$ cat src/rtl/thsd_pkg.sv
// Shared types for the selective thermal shutdown controller.
package thsd_pkg;
    // Controller state: regulating normally, or holding a thermal disable.
    typedef enum logic {
        ST_RUN  = 1'b0,
        ST_TRIP = 1'b1
    } trip_state_e;
endpackage

$ cat src/rtl/thsd_sync.sv
// Multi-flop synchronizer for level flags from another clock domain.
// Assumes the flags are slow levels, so no pulse stretching is needed.
module thsd_sync #(
    parameter int WIDTH  = 1,
    parameter int STAGES = 2
) (
    input  logic             clk,
    input  logic             rst_n,
    input  logic [WIDTH-1:0] async_i,
    output logic [WIDTH-1:0] sync_o
);
    logic [WIDTH-1:0] chain_q [STAGES];

    // Shift the flags through the flop chain.
    always_ff @(posedge clk) begin
        if (!rst_n) begin
            for (int s = 0; s < STAGES; s++) chain_q[s] <= '0;
        end else begin
            chain_q[0] <= async_i;
            for (int s = 1; s < STAGES; s++) chain_q[s] <= chain_q[s-1];
        end
    end

    assign sync_o = chain_q[STAGES-1];

    // the output is the previous stage delayed by one edge
    assert_sync_delay_R2: assert property (@(posedge clk) disable iff (!rst_n)
        $past(rst_n) |-> sync_o == $past(chain_q[STAGES-2]));
endmodule

$ cat src/rtl/thsd_select.sv
// Picks the set of channels to disable from the per-channel heavy-load
// flags. If no channel is heavy, every channel is selected.
// Assumes the flags are synchronous to the controller clock.
module thsd_select #(
    parameter int NUM_CH = 2
) (
    input  logic [NUM_CH-1:0] heavy_i,
    output logic [NUM_CH-1:0] pick_o
);
    logic none_heavy;

    // Detect the no-heavy-channel case (R5 fallback).
    always_comb none_heavy = (heavy_i == '0);

    genvar gi;
    generate
        for (gi = 0; gi < NUM_CH; gi++) begin : g_pick
            assign pick_o[gi] = heavy_i[gi] | none_heavy;
        end
    endgenerate

    // the selected set is never empty
    always_comb assert_pick_nonempty_R5: assert (pick_o != '0);
endmodule

$ cat src/rtl/thsd_ctrl.sv
// Trip/release state machine. It captures the selected set on overheat
// entry and holds it until cool-down with overheat low, then clears the
// disables and emits a one-cycle restart for each released channel.
// Assumes hot_s and cool_s are already synchronized.
module thsd_ctrl
    import thsd_pkg::*;
#(
    parameter int NUM_CH = 2
) (
    input  logic              clk,
    input  logic              rst_n,
    input  logic              hot_s,
    input  logic              cool_s,
    input  logic [NUM_CH-1:0] pick_i,
    output logic [NUM_CH-1:0] off_o,
    output logic [NUM_CH-1:0] restart_o
);
    trip_state_e       state_q;
    logic [NUM_CH-1:0] mask_q;
    logic [NUM_CH-1:0] restart_q;
    logic              enter, leave;

    // Entry and release conditions; hot has priority over cool.
    always_comb begin
        enter = (state_q == ST_RUN)  && hot_s;
        leave = (state_q == ST_TRIP) && cool_s && !hot_s;
    end

    // State, captured set and restart pulse registers.
    always_ff @(posedge clk) begin
        if (!rst_n) begin
            state_q   <= ST_RUN;
            mask_q    <= '0;
            restart_q <= '0;
        end else begin
            restart_q <= '0;
            if (enter) begin
                state_q <= ST_TRIP;
                mask_q  <= pick_i;
            end else if (leave) begin
                state_q   <= ST_RUN;
                mask_q    <= '0;
                restart_q <= mask_q;
            end
        end
    end

    assign off_o     = mask_q;
    assign restart_o = restart_q;

    // the captured set is stable while the trip is held
    assert_hold_mask_R6: assert property (@(posedge clk) disable iff (!rst_n)
        ($past(state_q) == ST_TRIP && state_q == ST_TRIP) |-> $stable(off_o));
    // the restart pulse lasts one cycle
    assert_restart_single_R8: assert property (@(posedge clk) disable iff (!rst_n)
        (restart_o != '0) |=> (restart_o == '0));
    // restart only for channels that were disabled the cycle before
    assert_restart_subset_R8: assert property (@(posedge clk) disable iff (!rst_n)
        (restart_o != '0) |-> ((restart_o & ~$past(off_o)) == '0) && (off_o == '0));
    // the captured set equals the selection presented at entry
    assert_entry_capture_R3: assert property (@(posedge clk) disable iff (!rst_n)
        $rose(state_q == ST_TRIP) |-> off_o == $past(pick_i));
    // no release while synchronized overheat is high
    assert_no_release_hot_R7: assert property (@(posedge clk) disable iff (!rst_n)
        ($past(state_q) == ST_TRIP && $past(hot_s)) |-> state_q == ST_TRIP);
    // nothing disabled while running
    assert_run_clear_R1: assert property (@(posedge clk) disable iff (!rst_n)
        (state_q == ST_RUN) |-> off_o == '0);
endmodule

$ cat src/rtl/therm_guard.sv
// Selective thermal shutdown controller top. Synchronizes the two
// temperature flags, selects the channels to disable and runs the
// trip/release state machine.
// Assumes heavy_i is synchronous to clk.
module therm_guard #(
    parameter int NUM_CH      = 2,
    parameter int SYNC_STAGES = 2
) (
    input  logic              clk,
    input  logic              rst_n,
    input  logic              hot_i,
    input  logic              cool_i,
    input  logic [NUM_CH-1:0] heavy_i,
    output logic [NUM_CH-1:0] therm_off_o,
    output logic [NUM_CH-1:0] restart_o
);
    logic [1:0]        flags_s;
    logic [NUM_CH-1:0] pick;

    thsd_sync #(.WIDTH(2), .STAGES(SYNC_STAGES)) u_sync (
        .clk     (clk),
        .rst_n   (rst_n),
        .async_i ({cool_i, hot_i}),
        .sync_o  (flags_s)
    );

    thsd_select #(.NUM_CH(NUM_CH)) u_select (
        .heavy_i (heavy_i),
        .pick_o  (pick)
    );

    thsd_ctrl #(.NUM_CH(NUM_CH)) u_ctrl (
        .clk       (clk),
        .rst_n     (rst_n),
        .hot_s     (flags_s[0]),
        .cool_s    (flags_s[1]),
        .pick_i    (pick),
        .off_o     (therm_off_o),
        .restart_o (restart_o)
    );
endmodule

$ cat config.mk
export PLATFORM = sky130hd
export DESIGN_NAME = therm_guard
export DESIGN_NICKNAME = d
export VERILOG_FILES = /design/src/rtl/thsd_pkg.sv /design/src/rtl/thsd_sync.sv /design/src/rtl/thsd_select.sv /design/src/rtl/thsd_ctrl.sv /design/src/rtl/therm_guard.sv
export SDC_FILE = /design/constraint.sdc
export NUM_CORES = 1
export LEC_CHECK = 0
export ABC_AREA = 1
export BUFFER_PORTS_ARGS = -buffer_cell sky130_fd_sc_hd__buf_2
export CAP_MARGIN = 20
export CORE_AREA = 4 4 41 43
export CTS_BUF_LIST = sky130_fd_sc_hd__clkbuf_2 sky130_fd_sc_hd__clkbuf_4 sky130_fd_sc_hd__clkbuf_8
export DETAILED_ROUTE_END_ITERATION = 10
export DIE_AREA = 0 0 45 47
export MAX_ROUTING_LAYER = met4
export PLACE_DENSITY_LB_ADDON = 0.2
export SETUP_SLACK_MARGIN = 0.3
export SLEW_MARGIN = 10
export SYNTH_ARGS = -nofsm -noshare
export SYNTH_HDL_FRONTEND = slang
export SYNTH_SLANG_ARGS = --single-unit
export TNS_END_PERCENT = 20
$ cat constraint.sdc
create_clock -name clk -period 2.36 [get_ports clk]
set_clock_uncertainty 0.05 [all_clocks]
set_input_delay 0.118 -clock clk [delete_from_list [all_inputs] [get_ports clk]]
set_output_delay 0.118 -clock clk [all_outputs]
set_load 0.005 [all_outputs]
======== Word level (Yosys, flattened, before mapping) ========
Memory sizes are Yosys's and may differ from the RTL's.
Index checks and enable logic that the tools add are counted.
operators by class
  div/mod/pow operators ................... 0
  add/subtract/negate cells ............... 0
  order comparisons ....................... 0
  reductions and logical operators ........ 7
  muxes and demuxes ....................... 8
  bitwise operators ....................... 7
  shift operators ......................... 0
  equal/unequal tests ..................... 0
  multiply operators ...................... 0
operators with widths
  operator           count
  $mux 2             4
  $mux 1             4
  $or 1x1->1         4
  $logic_and 1x1->1  3
  $not 1->1          3
  $reduce_or 3->1    1
  $logic_not 2->1    1
  $reduce_bool 2->1  1
  $logic_not 1->1    1
word-level totals
  bits in latches ......................... 0
  flip-flop bits (word level) ............. 5
  bits of input ports ..................... 6
  bits in writable memories ............... 4
  ROM bits ................................ 0
  memories kept ........................... 1
  output and inout port bits .............. 4
  word-level logic and storage cells ...... 26
memory list
  name            depth  bits a word  read ports  clocked after Yosys merged registers in  write ports  line             source
  u_sync.chain_q  2      2            2           0                                        2            thsd_sync.sv:12  logic [WIDTH-1:0] chain_q [STAGES];

======== Logic depth before layout (Yosys ltp) ========
Gate-level depths: netlist of the first run.
  depth after elaboration ................. 4
  depth in mapped cells ................... 4

======== Cells and area by module ========
From an unflattened synthesis of the first run, not the netlist that was laid out.
unflattened totals
  cells, all modules ...................... 41
  area total of the unflattened synthesis .. 329.1 µm²
modules (own cells, without submodules)
  module       times used  seq. area each (µm²)  area an instance (µm²)  cells each
  thsd_ctrl    1           100.1                 188.9                   23
  thsd_sync    1           80.1                  125.1                   14
  thsd_select  1           0.0                   15.0                    4

======== Worst setup path after synthesis of the first run ========
Ideal clock, no wire load.
  path kind ............................... register -> register
  start point ............................. mem u_sync.chain_q[1][0] (netlist: u_sync.chain_q[0][2])
  end point ............................... reg u_ctrl.mask_q[1] (netlist: u_ctrl.off_o[1])
  stages on the path, launching flop included .. 5
  arrival ................................. 0.700 ns
  data required time ...................... 2.240 ns
  library setup time ...................... 0.070 ns
  setup slack ............................. 1.541 ns
  cell sequence ........................... dfxtp_1 > inv_1 > nor2_1 > o21ai_0 > a21oi_1
RTL lines
  item                  line             source
  start, declared       thsd_sync.sv:12
  end signal, assigned  thsd_ctrl.sv:39  mask_q <= pick_i;
  end, declared         thsd_ctrl.sv:19  logic [NUM_CH-1:0] mask_q;

==> reports/qor.csv, run 1 <==
metric;value;unit
drc;0;
syn_inst;38;
status;completed;
fin_tns_setup;0;ns
cts.repair.resized;0;
place_area;364;um^2
utilization;31.6;%
die-width;45;um
drt_iter0_markers;4;
fmax;1080;MHz
clock-sinks;9;
ios;10;
worstMarginPinSlew;0.181;ns
crit_path_end_kind;flip-flop;
postSynthNetCount;44;
die_h;47;um
slew_violations;0;
rsz0062_at_grt;false;
grt_max_degree;7;
layout-drive-gt1-share;24.5;%
syn_to_final_growth;37.1;%
required;2.51;ns
period_needed;0.929;ns
synthTopCellsByCount;inv_1, dfxtp_1, nand2_1;
final_area;412;um^2
highest_layer;met3;
startpoint;u_sync.chain_q[0][2]$_SDFF_PN0_;
place.gp.congestion;0.726;
start_util;23.1;%
port_buffers;9;
dr_total_vias;254;
grt_pass1_wl;821;um
fillers;144;
rows;13;
hold_viol_final;0;
wire_per_inst;7.49;um
setup_ws;1.43;ns
cp-start-kind;flip-flop;
drv_cap;0;
setup-violations-final;0;
synth_edf_count;0;
wl;509;um
yosysWarningCount;0;
grt_usage;6.15;%
hp-start;rst_n;
synth_ff_type;dfxtp_1;
crit_arrival;1.07;ns
async_flop_share;0;%
synth_top_area_share;60.0;%
grt_pass1_vias;225;
wl_met1;219;um
drtPass1Iterations;2;
die_area;0.00212;mm^2
wl_met2;223;um
cts_root_buf;clkbuf_4;
max_slew_margin;87.9;%
power_density;720;mW/mm^2
syn_area_per_cell;7.90;um^2
diodes;0;
gr-total-overflow;0;
clk_path_buf_depth;2;
cts_made_buffers;3;
reg2reg_from;u_sync.chain_q[0][2]$_SDFF_PN0_;
ir_worst_vdd;0.338;mV
cts_tree;built;
reg2regPathDepth;4;
clk_pin_slew;0.06;ns
finalPower;0.296;mW
min_path_type;in -> reg;
synth_area;300;um^2
synth_seq_area_share;60.0;%
ys_types;8;
dpl.cell_count;62;
hpwl;389;um
yosys.area.top_type;dfxtp_1;
dr_wl_met3;65;um
crit_type;reg -> reg;
antenna_found_initial;0;
synth-seq-cells;9;
synth_area_leaders;dfxtp_1, inv_1, nand2_1;
cp_max_fo;3;
min_path_cells;3;
multi_input_area;82.6;um^2
viasPerCell;3.74;
place_ws;1.44;ns
final_nets;60;
fin_crit_sh;39.4;%
p_leak;0.214;nW
regArea;180;um^2
coreArea;0.00130;mm^2
htreeDepth;1;
antenna_left;0;
holdWs;0.0652;ns
stdcell_count;68;
synth_most_common_cell;inv_1;
clock_latency;0.26;ns
layout by cell type, fill, tap and decap left out:
| master | count |
|---|---|
| clkinv_2 | 1 |
| nand2_1 | 7 |
| inv_1 | 10 |
| clkbuf_4 | 3 |
| dlygate4sd3_1 | 2 |
| dfxtp_1 | 9 |
| o21ai_0 | 1 |
| nand4_1 | 1 |
| nand3_1 | 3 |
| a21oi_1 | 3 |
| nor2_1 | 4 |
| buf_2 | 9 |
worst max-delay path, stage by stage, from the launching register on:
cell	delay, ns
dfxtp_1	0.33
inv_1	0.07
nor2_1	0.16
o21ai_0	0.11
a21oi_1	0.15
timing repair:
action | 4_1_cts | 5_1_grt
endpoints found under the hold margin | 2 | 0
hold buffers | 2 | 0
setup buffers | 0 | 0
final timing paths:
path                                endpoint  slack [ns]
max             u_ctrl.off_o[1]$_SDFFE_PN0P_        1.43
min          u_sync.chain_q[0][2]$_SDFF_PN0_        0.07
max reg2reg     u_ctrl.off_o[1]$_SDFFE_PN0P_        1.43
min reg2reg  u_sync.chain_q[0][2]$_SDFF_PN0_        0.36
where the power goes:
group          total, mW  leakage (nW)  internal, mW  switching (mW)
Clock              0.116        0.0177        0.0624          0.0537
Combinational     0.0193         0.123        0.0100         0.00927
Sequential         0.161        0.0737         0.158         0.00318
final cells by class:
class	count	area share, %
clock buffers	3	5.47
clock inverters	1	1.22
inverters	10	9.12
multi-input cells	19	20.1
flip-flops and latches	9	43.8
well taps	15	4.56
repair buffers	11	15.8
flip-flops by register name (all words and copies together), names as in the netlist:
signal            count
u_sync.chain_q        4
u_ctrl.state_q        1
u_ctrl.off_o          2
u_ctrl.restart_o      2
per-layer routing:
layer	vias to the layer above	GRT usage, %
met5	-	-
met3	0	6.90
li1	143	-
met4	0	1.75
met1	102	5.77
met2	9	8.19
logic make-up (layout without fill, tap and decap cells):
kind of cell / count (synthesis) / count (layout) / share of synthesized area (%)
flip-flops: 9 / 9 / 60.0
AND/OR/NAND/NOR: 15 / 15 / 20.8
buffers and inverters: 10 / 25 / 12.5
AO/OA/AOI/OAI: 4 / 4 / 6.66
Power figures use the tool's default switching activity.
==> inputs of run 2 (changes only) <==
==> constraint.sdc (replaced) <==
create_clock -name clk -period 0.8 [get_ports clk]
set_clock_uncertainty 0.05 [all_clocks]
set_input_delay 0.04 -clock clk [delete_from_list [all_inputs] [get_ports clk]]
set_output_delay 0.04 -clock clk [all_outputs]
set_load 0.005 [all_outputs]
==> reports/qor.csv, run 2 (same netlist as run 1, synthesis figures left out) <==
metric;value;unit;change
clk_path_buf_depth;2;;unchanged
setup_ws;-0.0230;ns;-1.45 ns
wl_met1;210;um;-4.1%
hold_viol_final;4;;+4
setup-violations-final;3;;+3
cts_root_buf;clkbuf_4;;
required;0.93;ns;-1.58 ns
grt_pass1_wl;759;um;-7.6%
drt_iter0_markers;2;;-2
post-cts-setup-buffer-count;0;;unchanged
largest-register;u_sync.chain_q;;
crit_arrival;0.96;ns;-0.11 ns
highest_layer;met3;;
largest_reg_flops;4;;unchanged
cp_num_buf_inv;1;;unchanged
place.gp.congestion;0.802;;+10%
antenna_left;0;;unchanged
grt_pass1_vias;200;;-11%
stdcell_count;66;;-2.9%
wire_per_inst;7.95;um;+6.3%
clk_pin_slew;0.05;ns;about the same
status;complete, but fails checks;;
max_slew_margin;91.2;%;+3.3 points
dr_total_vias;255;;+0.39%
clock_latency;0.25;ns;about the same
ios;10;;unchanged
cp-start-kind;flip-flop;;
cp_max_fo;3;;unchanged
die_area;0.00212;mm^2;unchanged
diodes;0;;unchanged
grt_max_degree;7;;unchanged
syn_to_final_growth;56.3;%;
drv_cap;0;;unchanged
dr_wl_met3;57;um;-12%
holdWs;-0.0816;ns;-0.147 ns
viasPerCell;3.86;;+3.4%
htreeDepth;1;;unchanged
slew_violations;0;;unchanged
cp_top_family;flip-flops;;
violations;hold timing, setup timing;;
fin_crit_sh;103;%;+63 points
critPathSlowestCell;dfxtp_2;;
crit_path_end_kind;flip-flop;;
rsz0062_at_grt;true;;
hpwl;386;um;-0.82%
drc;0;;unchanged
layout-drive-gt1-share;58.8;%;+34 points
layout_common_cells;inv_1, buf_2, nand2_1;;
path_cells;inv_4 > nor2_4 > nand2_1 > a21oi_2;;
start_util;23.1;%;unchanged
grt_usage;5.57;%;-0.58 points
antenna_found_initial;0;;unchanged
coreArea;0.00130;mm^2;unchanged
rows;13;;unchanged
dpl.cell_count;62;;unchanged
fillers;147;;+2.1%
slowest_delay;0.36;ns;+0.03 ns
port_buffers;9;;unchanged
gr-total-overflow;0;;unchanged
clock-sinks;9;;unchanged
period_needed;0.823;ns;-0.106 ns
worstMarginPinSlew;0.132;ns;-0.0489 ns
cts_made_buffers;3;;unchanged
drtPass1Iterations;2;;unchanged
cts_tree;built;;
final_common_cell;inv_1;;
wl_met2;257;um;+15%
crit_type;reg -> reg;;
fmax;1220;MHz;+13%
wl;525;um;+3.1%
finalPower;0.913;mW;+210%
p_leak;0.215;nW;+0.50%
final_nets;58;;-3.3%
min_path_type;in -> reg;;
die-width;45;um;unchanged
die_h;47;um;unchanged
power_density;1950;mW/mm^2;+170%
fin_tns_setup;-0.0640;ns;-0.0640 ns
ir_worst_vdd;1.07;mV;+220%
run 2: cell count changes in the layout (fill, tap and decap cells not counted), sizes merged:
cell / delta
dlygate4sd3: -2
clkbuf: +1
clkinv: -1
run 2: final cells by class:
class	instances	area, um^2	area share (%)
clock buffers	4	30.0	6.40
inverters	10	40.0	8.53
multi-input cells	19	130	27.7
flip-flops and latches	9	193	41.1
well taps	15	18.8	4.00
repair buffers	9	57.6	12.3
run 2: worst min-delay path, stage by stage:
cell and delay (ns):
buf_2 0.07, nand2_1 0.04, inv_1 0.04
run 2: metal layers:
layer	vias to the layer above	global-route usage, %
met5	-	-
met4	0	3.51
met3	0	4.60
met2	9	6.78
met1	107	5.99
li1	139	-
run 2: where the power goes:
group | internal (mW) | leakage (nW) | switching [mW]
clock network | 0.225 | 0.0184 | 0.136
logic | 0.0353 | 0.120 | 0.0352
registers | 0.465 | 0.0765 | 0.0175
total | 0.724 | 0.215 | 0.189
run 2: metrics by stage:
step,hold WS (ns),setup WS (ns),utilization [%],cell area (um^2)
6_report,-0.0816,-0.0230,36.1,469
5_1_grt,-0.0629,-0.0699,36.1,469
4_1_cts,-0.0887,-0.0223,31.8,414
3_5_place_dp,0.178,-0.0129,28.7,374
3_3_place_gp,0.177,-0.0348,28.7,374
2_1_floorplan,0.0834,0.0416,-,310
run 2: what timing repair did:
action | in CTS | in global routing
endpoints found under the hold margin | 4 | 2
setup endpoints to repair | 11 | 11
pin swaps | 3 | 6
gates resized for setup | 5 | 14
run 2: final timing paths:
path                                   start                              end  slack [ns]  cells past startpoint
max          u_sync.chain_q[0][2]$_SDFF_PN0_     u_ctrl.off_o[0]$_SDFFE_PN0P_       -0.02                      4
max reg2reg  u_sync.chain_q[0][2]$_SDFF_PN0_     u_ctrl.off_o[0]$_SDFFE_PN0P_       -0.02                      4
min                                    hot_i  u_sync.chain_q[0][0]$_SDFF_PN0_       -0.08                      3
min reg2reg  u_sync.chain_q[0][0]$_SDFF_PN0_  u_sync.chain_q[0][2]$_SDFF_PN0_        0.36                      2
==> inputs of run 3 (changes only) <==
--- a/config.mk
+++ b/config.mk
@@ -9,9 +9,9 @@
 export BUFFER_PORTS_ARGS = -buffer_cell sky130_fd_sc_hd__buf_2
 export CAP_MARGIN = 20
 export CORE_AREA = 4 4 41 43
-export CTS_BUF_LIST = sky130_fd_sc_hd__clkbuf_2 sky130_fd_sc_hd__clkbuf_4 sky130_fd_sc_hd__clkbuf_8
 export DETAILED_ROUTE_END_ITERATION = 10
 export DIE_AREA = 0 0 45 47
+export GPL_TIMING_DRIVEN = 0
 export MAX_ROUTING_LAYER = met4
 export PLACE_DENSITY_LB_ADDON = 0.2
 export SETUP_SLACK_MARGIN = 0.3
==> constraint.sdc (replaced) <==
create_clock -name clk -period 0.95 [get_ports clk]
set_clock_uncertainty 0.05 [all_clocks]
set_input_delay 0.0475 -clock clk [delete_from_list [all_inputs] [get_ports clk]]
set_output_delay 0.0475 -clock clk [all_outputs]
set_load 0.005 [all_outputs]
==> reports/qor.csv, run 3 (same netlist as run 1, synthesis figures left out) <==
metric;value;unit;change
status;complete, but fails checks;;
violations;hold timing;;
diodes;0;;unchanged
die_h;47;um;unchanged
fmax;1210;MHz;about the same
drt_iter0_markers;3;;+1
rsz0062_at_grt;true;;
cts_root_buf;clkbuf_4;;
cts_tree;built;;
max_slew_margin;90.6;%;-0.60 points
gr-total-overflow;0;;unchanged
start_util;23.1;%;unchanged
hold_viol_final;3;;-1
p_leak;0.207;nW;-3.9%
drc;0;;unchanged
cp_max_fo;5;;+2
antenna_left;0;;unchanged
clk_path_buf_depth;2;;unchanged
rows;13;;unchanged
crit_type;reg -> reg;;
antenna_found_initial;0;;unchanged
worstMarginPinSlew;0.140;ns;+0.00822 ns
port_buffers;9;;unchanged
grt_usage;5.73;%;+0.16 points
required;1.09;ns;+0.16 ns
grt_pass1_vias;213;;+6.5%
fin_tns_setup;0;ns;+0.0640 ns
layout-drive-gt1-share;41.2;%;-18 points
htreeDepth;1;;unchanged
syn_to_final_growth;40.0;%;
fillers;147;;unchanged
clock-sinks;9;;unchanged
viasPerCell;3.94;;+2.0%
coreArea;0.00130;mm^2;unchanged
crit_path_end_kind;flip-flop;;
slew_violations;0;;unchanged
place.gp.congestion;0.770;;-3.9%
drtPass1Iterations;2;;unchanged
ios;10;;unchanged
clock_latency;0.25;ns;about the same
largest-register;u_sync.chain_q;;
period_needed;0.824;ns;+0.000616 ns
drv_cap;0;;unchanged
power_density;1760;mW/mm^2;-9.8%
cts_made_buffers;3;;unchanged
wl;503;um;-4.2%
min_path_type;in -> reg;;
fin_crit_sh;86.7;%;-16 points
wire_per_inst;7.62;um;-4.2%
grt_pass1_wl;793;um;+4.5%
clk_pin_slew;0.06;ns;about the same
die_area;0.00212;mm^2;unchanged
crit_arrival;0.96;ns;about the same
grt_max_degree;7;;unchanged
holdWs;-0.0755;ns;+0.00612 ns
setup-violations-final;0;;-3
hpwl;384;um;-0.31%
ir_worst_vdd;0.611;mV;-43%
largest_reg_flops;4;;unchanged
layout_common_cells;inv_1, buf_2, nand2_1;;
final_nets;58;;unchanged
die-width;45;um;unchanged
cp-start-kind;flip-flop;;
dr_total_vias;260;;+2.0%
run 3: layout make-up:
cell class / count / area (um^2) / area share (%)
multi-input combinational: 19 / 103 / 24.4
timing repair buffer: 9 / 45.0 / 10.7
inverter: 10 / 40.0 / 9.52
sequential: 9 / 188 / 44.6
tap: 15 / 18.8 / 4.46
clock buffer: 4 / 26.3 / 6.25
run 3: critical path, cell delays in order, from the launching register on:
cell     delay (ns)
dfxtp_4        0.37
nor2_4         0.13
o21ai_1        0.09
a21oi_2        0.13
run 3: where the power goes:
group | internal (mW) | switching [mW] | total (mW)
registers | 0.392 | 0.0113 | 0.403
clock network | 0.161 | 0.126 | 0.287
logic | 0.0228 | 0.0250 | 0.0478
total | 0.576 | 0.162 | 0.738
run 3: repair_timing:
item,4_1_cts,5_1_grt
endpoints found under the setup margin,9,9
buffers inserted,0,0
hold endpoints to repair,3,2
pin swaps,2,0
resized for setup,4,3
run 3: stage by stage:
step                      util (%)  instances  power (mW)  setup WS (ns)  instance area, um^2
after floorplan                  -         38       0.433          0.192                  310
final                         32.3         66       0.738          0.126                  420
after detailed placement      28.7         62       0.455          0.130                  374
after global routing          32.3         66       0.779         0.0836                  420
after CTS                     31.5         66       0.746          0.128                  410
after global placement        28.7         62       0.455          0.129                  374
run 3: final timing paths:
| kind | from | end | slack [ns] | depth (start not counted) |
|---|---|---|---|---|
| max | u_ctrl.state_q$_SDFFE_PN0P_ | u_ctrl.off_o[1]$_SDFFE_PN0P_ | 0.13 | 3 |
| min | hot_i | u_sync.chain_q[0][0]$_SDFF_PN0_ | -0.08 | 3 |
| max reg2reg | u_ctrl.state_q$_SDFFE_PN0P_ | u_ctrl.off_o[1]$_SDFFE_PN0P_ | 0.13 | 3 |
| min reg2reg | u_sync.chain_q[0][0]$_SDFF_PN0_ | u_sync.chain_q[0][2]$_SDFF_PN0_ | 0.36 | 2 |
run 3: layer usage:
metal / share of wire [%] / wire length (um) / track usage, %
met1: 45 / 224 / 5.75
met2: 43 / 215 / 7.63
met3: 10 / 51 / 4.60
met4: 2.2 / 11 / 3.51
met5: 0 / 0 / -
